<file path="config.mk">
export PLATFORM = sky130hd
export DESIGN_NAME = dbg_spi_cmd
export DESIGN_NICKNAME = d
export VERILOG_FILES = /design/src/rtl/dbg_spi_pkg.sv /design/src/rtl/dbg_cmd_fsm.sv /design/src/rtl/dbg_stat_word.sv /design/src/rtl/dbg_tx_reg.sv /design/src/rtl/dbg_spi_cmd.sv
export SDC_FILE = /design/constraint.sdc
export NUM_CORES = 1
export LEC_CHECK = 0
export BUFFER_PORTS_ARGS = -buffer_cell sky130_fd_sc_hd__buf_2
export CAP_MARGIN = 15
export CORE_ASPECT_RATIO = 0.75
export CORE_MARGIN = 3
export CORE_UTILIZATION = 44
export CTS_CLUSTER_SIZE = 30
export DETAILED_ROUTE_END_ITERATION = 6
export PLACE_DENSITY = 0.75
export SLEW_MARGIN = 0
export SYNTH_ARGS = -nofsm -noshare
export SYNTH_HDL_FRONTEND = slang
export SYNTH_SLANG_ARGS = --single-unit
</file>
<file path="constraint.sdc">
create_clock -name clk -period 1.7 [get_ports clk]
set_input_delay 0.085 -clock clk [delete_from_list [all_inputs] [get_ports clk]]
set_output_delay 0.085 -clock clk [all_outputs]
set_load 0.05 [all_outputs]
</file>
<file path="src/rtl/dbg_spi_pkg.sv">
package dbg_spi_pkg;
  typedef enum logic [2:0] {
    ST_CMD,
    ST_STAT,
    ST_WRITE,
    ST_READ,
    ST_SKIP
  } dec_state_t;

  localparam logic [7:0] OP_STATUS = 8'h60;
  localparam logic [7:0] OP_WRITE  = 8'h70;
  localparam logic [7:0] OP_READ   = 8'h80;
  localparam logic [7:0] OP_RESET  = 8'hFF;
endpackage

</file>
<file path="src/rtl/dbg_cmd_fsm.sv">
module dbg_cmd_fsm
  import dbg_spi_pkg::*;
#(
  parameter int BYTE_W     = 8,
  parameter int STAT_BYTES = 4,
  localparam int IDX_W     = $clog2(STAT_BYTES + 1)
) (
  input  logic              clk,
  input  logic              rst_n,
  input  logic              frame_evt,
  input  logic              rx_valid,
  input  logic [BYTE_W-1:0] rx_byte,
  output logic              stat_load,
  output logic              stat_step,
  output logic [IDX_W-1:0]  stat_idx,
  output logic              do_push,
  output logic              do_pop,
  output logic              do_flush
);
  dec_state_t state_q, state_d;
  logic [IDX_W-1:0] idx_q, idx_d;
  logic cmd_slot, slot_ok, last_stat;

  assign slot_ok   = rx_valid && !frame_evt;
  assign cmd_slot  = slot_ok && (state_q == ST_CMD);
  assign last_stat = (idx_q == IDX_W'(STAT_BYTES));

  always_comb begin
    state_d = state_q;
    idx_d   = idx_q;
    if (frame_evt) begin
      state_d = ST_CMD;
      idx_d   = '0;
    end else if (cmd_slot) begin
      unique case (rx_byte)
        OP_STATUS: begin
          state_d = ST_STAT;
          idx_d   = IDX_W'(1);
        end
        OP_WRITE: state_d = ST_WRITE;
        OP_READ:  state_d = ST_READ;
        default:  state_d = ST_SKIP;
      endcase
    end else if (slot_ok && state_q == ST_STAT) begin
      if (last_stat) state_d = ST_SKIP;
      else           idx_d   = idx_q + IDX_W'(1);
    end
  end

  always_ff @(posedge clk) begin
    if (!rst_n) begin
      state_q <= ST_CMD;
      idx_q   <= '0;
    end else begin
      state_q <= state_d;
      idx_q   <= idx_d;
    end
  end

  assign stat_load = cmd_slot && (rx_byte == OP_STATUS);
  assign stat_step = slot_ok && (state_q == ST_STAT) && !last_stat;
  assign stat_idx  = idx_q;
  assign do_push   = slot_ok && (state_q == ST_WRITE);
  assign do_pop    = (slot_ok && state_q == ST_READ) || (cmd_slot && rx_byte == OP_READ);
  assign do_flush  = cmd_slot && (rx_byte == OP_RESET);
endmodule

</file>
<file path="src/rtl/dbg_stat_word.sv">
module dbg_stat_word #(
  parameter int BYTE_W     = 8,
  parameter int CNT_W      = 11,
  parameter int STAT_BYTES = 4,
  localparam int WORD_W    = BYTE_W * STAT_BYTES,
  localparam int IDX_W     = $clog2(STAT_BYTES + 1)
) (
  input  logic              clk,
  input  logic              rst_n,
  input  logic              load,
  input  logic [IDX_W-1:0]  idx,
  input  logic [CNT_W-1:0]  con_count,
  input  logic [CNT_W-1:0]  pc_count,
  output logic [BYTE_W-1:0] byte_out
);
  logic [WORD_W-1:0] live, held_q;
  logic [BYTE_W-1:0] lanes [STAT_BYTES];

  assign live = WORD_W'({con_count, pc_count});

  always_ff @(posedge clk) begin
    if (!rst_n)    held_q <= '0;
    else if (load) held_q <= live;
  end

  // lane k is the k-th byte sent, most significant first
  for (genvar k = 0; k < STAT_BYTES; k++) begin : g_lane
    assign lanes[k] = held_q[(STAT_BYTES-1-k)*BYTE_W +: BYTE_W];
  end

  always_comb begin
    if (load) byte_out = live[WORD_W-1 -: BYTE_W];
    else      byte_out = lanes[idx[$clog2(STAT_BYTES)-1:0]];
  end
endmodule

</file>
<file path="src/rtl/dbg_tx_reg.sv">
module dbg_tx_reg #(
  parameter int BYTE_W = 8
) (
  input  logic              clk,
  input  logic              rst_n,
  input  logic              frame_evt,
  input  logic              rx_valid,
  input  logic              use_stat,
  input  logic [BYTE_W-1:0] stat_byte,
  input  logic              use_pop,
  input  logic              pop_valid,
  input  logic [BYTE_W-1:0] pop_data,
  output logic [BYTE_W-1:0] tx_byte
);
  always_ff @(posedge clk) begin
    if (!rst_n || frame_evt) tx_byte <= '0;
    else if (rx_valid) begin
      if (use_stat)                 tx_byte <= stat_byte;
      else if (use_pop && pop_valid) tx_byte <= pop_data;
      else                          tx_byte <= '0;
    end
  end
endmodule

</file>
<file path="src/rtl/dbg_spi_cmd.sv">
module dbg_spi_cmd #(
  parameter int BYTE_W     = 8,
  parameter int CNT_W      = 11,
  parameter int STAT_BYTES = 4,
  localparam int IDX_W     = $clog2(STAT_BYTES + 1)
) (
  input  logic              clk,
  input  logic              rst_n,
  input  logic              frame_start,
  input  logic              frame_end,
  input  logic              rx_valid,
  input  logic [BYTE_W-1:0] rx_byte,
  output logic [BYTE_W-1:0] tx_byte,
  output logic              push_valid,
  input  logic              push_ready,
  output logic [BYTE_W-1:0] push_data,
  output logic              pop_ready,
  input  logic              pop_valid,
  input  logic [BYTE_W-1:0] pop_data,
  input  logic [CNT_W-1:0]  con_count,
  input  logic [CNT_W-1:0]  pc_count,
  output logic              flush_data,
  output logic              flush_debug
);
  logic frame_evt, stat_load, stat_step, do_push, do_pop, do_flush;
  logic [IDX_W-1:0] stat_idx;
  logic [BYTE_W-1:0] stat_byte;
  logic flush_q;

  assign frame_evt = frame_start || frame_end;

  dbg_cmd_fsm #(.BYTE_W(BYTE_W), .STAT_BYTES(STAT_BYTES)) u_fsm (
    .clk(clk), .rst_n(rst_n), .frame_evt(frame_evt),
    .rx_valid(rx_valid), .rx_byte(rx_byte),
    .stat_load(stat_load), .stat_step(stat_step), .stat_idx(stat_idx),
    .do_push(do_push), .do_pop(do_pop), .do_flush(do_flush)
  );

  dbg_stat_word #(.BYTE_W(BYTE_W), .CNT_W(CNT_W), .STAT_BYTES(STAT_BYTES)) u_stat (
    .clk(clk), .rst_n(rst_n), .load(stat_load), .idx(stat_idx),
    .con_count(con_count), .pc_count(pc_count), .byte_out(stat_byte)
  );

  dbg_tx_reg #(.BYTE_W(BYTE_W)) u_tx (
    .clk(clk), .rst_n(rst_n), .frame_evt(frame_evt), .rx_valid(rx_valid),
    .use_stat(stat_load || stat_step), .stat_byte(stat_byte),
    .use_pop(do_pop), .pop_valid(pop_valid), .pop_data(pop_data),
    .tx_byte(tx_byte)
  );

  // the console side cannot stall the host: a refused byte is simply lost
  assign push_valid = do_push;
  assign push_data  = rx_byte;
  assign pop_ready  = do_pop;

  always_ff @(posedge clk) begin
    if (!rst_n) flush_q <= 1'b0;
    else        flush_q <= do_flush;
  end

  assign flush_data  = flush_q;
  assign flush_debug = flush_q;

  logic unused_ready;
  assign unused_ready = push_ready;
endmodule

</file>
==> results.toml <==
[floorplanning]
die_y_um = 62.0
initial_core_util_pct = 48.0
die-area_um2 = 5000
core_um2 = 3830
die_x_um = 80.6
ioPinCount = 65
num_rows = 19

[cells_and_area]
fill_cells = 355
final_net_count = 322
syn2layout_area_growth_pct = 25.1
drive_gt1_share_pct = 34.5
postLayoutCellArea_um2 = 2300
diodes = 0
final_cells = 327
final_util_pct = 60.1

[routing]
detail-route-antenna-nets = 0
num_vias = 1716
dr.pass1.iters = 4
routed_wl_um = 4450
wl_per_cell_um = 13.6
vias_per_cell = 5.25
drtIter0Drc = 93
drc = 0

[worst_hold_path]
hp-class = "in2reg"

[grt]
antenna_found_initial = 0
grt_pass1_vias = 1487
grt_max_degree = 24
grt_pass1_wl_um = 6820
grt-ovfl-total = 0
gr-usage-all-layers_pct = 18.1

[synth]
syn_area_um2 = 1840
seq_area_frac_synth_pct = 40.3
yosys.area.top_type_share_pct = 40.3
yosysWarningCount = 0
synth.most_common_cell = "nand2_1"
syn_avg_cell_area_um2 = 8.59
synth_cell_types = 38
async_reset_ff_share_pct = 0
synth_edf_count = 0
ys_ff_latch = 37
ys_top_cells_by_area = "dfxtp_1, nand2_1, a21boi_1"
synthesis.nets = 261
syn_inst = 214
synthTopCellsByCount = "nand2_1, dfxtp_1, a21boi_1"
synth-main-ff-cell = "dfxtp_1"
synth_area_leader_cell = "dfxtp_1"

[clock_network]
ctsHtreeMaxLevel = 2
cts_root_buffer = "clkbuf_8"
cts.path.max_buffers = 2
clk_pin_slew_ns = 0.07
insertion_delay_ns = 0.28
clock-sinks = 37
cts_tree = "yes"
cts_buffers = 5

[timing]
timing.final.crit_share_pct = 96.6
rsz0062_at_grt = "no"
slew_violations = 0
relSlewSlack_pct = 62.5
fin_skew_ns = 0.00893
max_freq_mhz = 609
setup_tns_ns = 0
max_slew.worst_pin.slew_ns = 0.554
period_minus_slack_ns = 1.64
hold_viol = 0
setup_viol = 0

[critical_path]
critical_path.max_fanout = 4
startpoint_type = "flop"
crit_type = "reg2out"
setup.worst_path.end_class = "output port"
required_ns = 1.62
reg2regPathDepth = 4
critPathArrivalTime_ns = 1.56
crit_start = "u_fsm.state_q[2]"
r2r_start = "u_fsm.state_q[2]"
r2r_setup_slack_ns = 0.06
crit_end = "push_valid"
r2r-end = "u_fsm.state_q[2]"

[place]
placedCellCount = 319
placed_cell_area_um2 = 2180
place.gp.congestion = 0.808
io_buffers = 63
dpl.hpwl_um = 3340

[pwr]
peakVddDrop_mv = 0.484
powerDensity_nw_per_um2 = 712
leakage_nw = 0.939
p_total_mw = 1.64

[outcome]
status = "complete, no violations"

[run]
cap_violations = 0
[critical path: stages, from the launching register on]
cell     delay [ns]
dfxtp_1        0.35
or4b_1         0.59
nor3_2         0.12
buf_4          0.21
[what timing repair did]
| action | in CTS | in global routing |
|---|---|---|
| endpoints found under the setup margin | 2 | 9 |
| endpoints found under the hold margin | 0 | 0 |
| pin swaps | 0 | 1 |
| resized for setup | 2 | 4 |
| hold buffers | 0 | 0 |
| setup buffers | 0 | 1 |
[final cells by class]
| type | instances | area, um^2 | share of cell area (%) |
|---|---|---|---|
| multi-input cells | 147 | 947 | 41.2 |
| flip-flops and latches | 37 | 741 | 32.2 |
| repair buffers | 75 | 427 | 18.6 |
| clock buffers | 7 | 86.3 | 3.75 |
| well taps | 52 | 65.1 | 2.83 |
| inverters | 9 | 33.8 | 1.47 |
[sequential cells by signal (all words and copies together) (netlist names)]
register	flops
u_tx.tx_byte	8
flush_data	1
u_fsm.stat_idx	3
u_fsm.state_q	3
u_stat.held_q	22
[per-stage QoR]
| step | setup slack [ns] | hold WS, ns |
|---|---|---|
| after floorplan | 0.0577 | 0.210 |
| after global placement | 0.0801 | 0.308 |
| after CTS | 0.0457 | 0.0123 |
| after detailed placement | 0.0613 | 0.305 |
| after global routing | 0.00574 | 0.0171 |
| final | 0.0573 | 0.0153 |
[power breakdown]
group / switching (mW) / internal, mW
combinational: 0.0965 / 0.0675
clock: 0.282 / 0.321
sequential: 0.00107 / 0.868
[cells in the final DEF, fill, tap and decap left out, types with 3 or more instances in the layout]
cell	count
a21boi_0	3
a21boi_1	19
a22o_1	6
a22oi_1	6
a31oi_1	4
and2_1	3
buf_2	61
buf_4	12
clkbuf_8	6
dfxtp_1	37
inv_1	9
mux2_2	8
nand2_1	48
nand3_1	4
nand4_1	4
nor2_1	4
nor3_1	3
o21ai_0	4
o22ai_1	6
[worst min-delay path by stage]
stage / startpoint / endpoint / slack, ns / cells past startpoint
4_1_cts: pop_data[2] / u_tx.tx_byte[2] / 0.01 / 2
5_1_grt: pop_data[3] / u_tx.tx_byte[3] / 0.02 / 2
3_5_place_dp: pop_data[2] / u_tx.tx_byte[2] / 0.30 / 2
3_3_place_gp: pop_data[3] / u_tx.tx_byte[3] / 0.31 / 2
2_1_floorplan: pop_data[1] / u_tx.tx_byte[1] / 0.21 / 1
6_report: pop_data[2] / u_tx.tx_byte[2] / 0.02 / 2
[layer usage]
metal | up-vias | wire length, um | global-route usage [%]
met5 | - | 0 | 0
met2 | 58 | 1930 | 26.9
met4 | 0 | 22 | 6.02
met1 | 784 | 2110 | 25.4
li1 | 869 | - | -
met3 | 5 | 392 | 5.04
[cells by family after synthesis]
kind of cell | after synthesis | share of synthesized area [%]
compound gates | 54 | 21.3
xor+xnor | 1 | 0.477
fa+ha+maj | 2 | 1.36
buf+inv | 30 | 9.19
flops | 37 | 40.3
mux | 8 | 4.90
simple gates | 82 | 22.5
(Power assumes the default switching activity.)
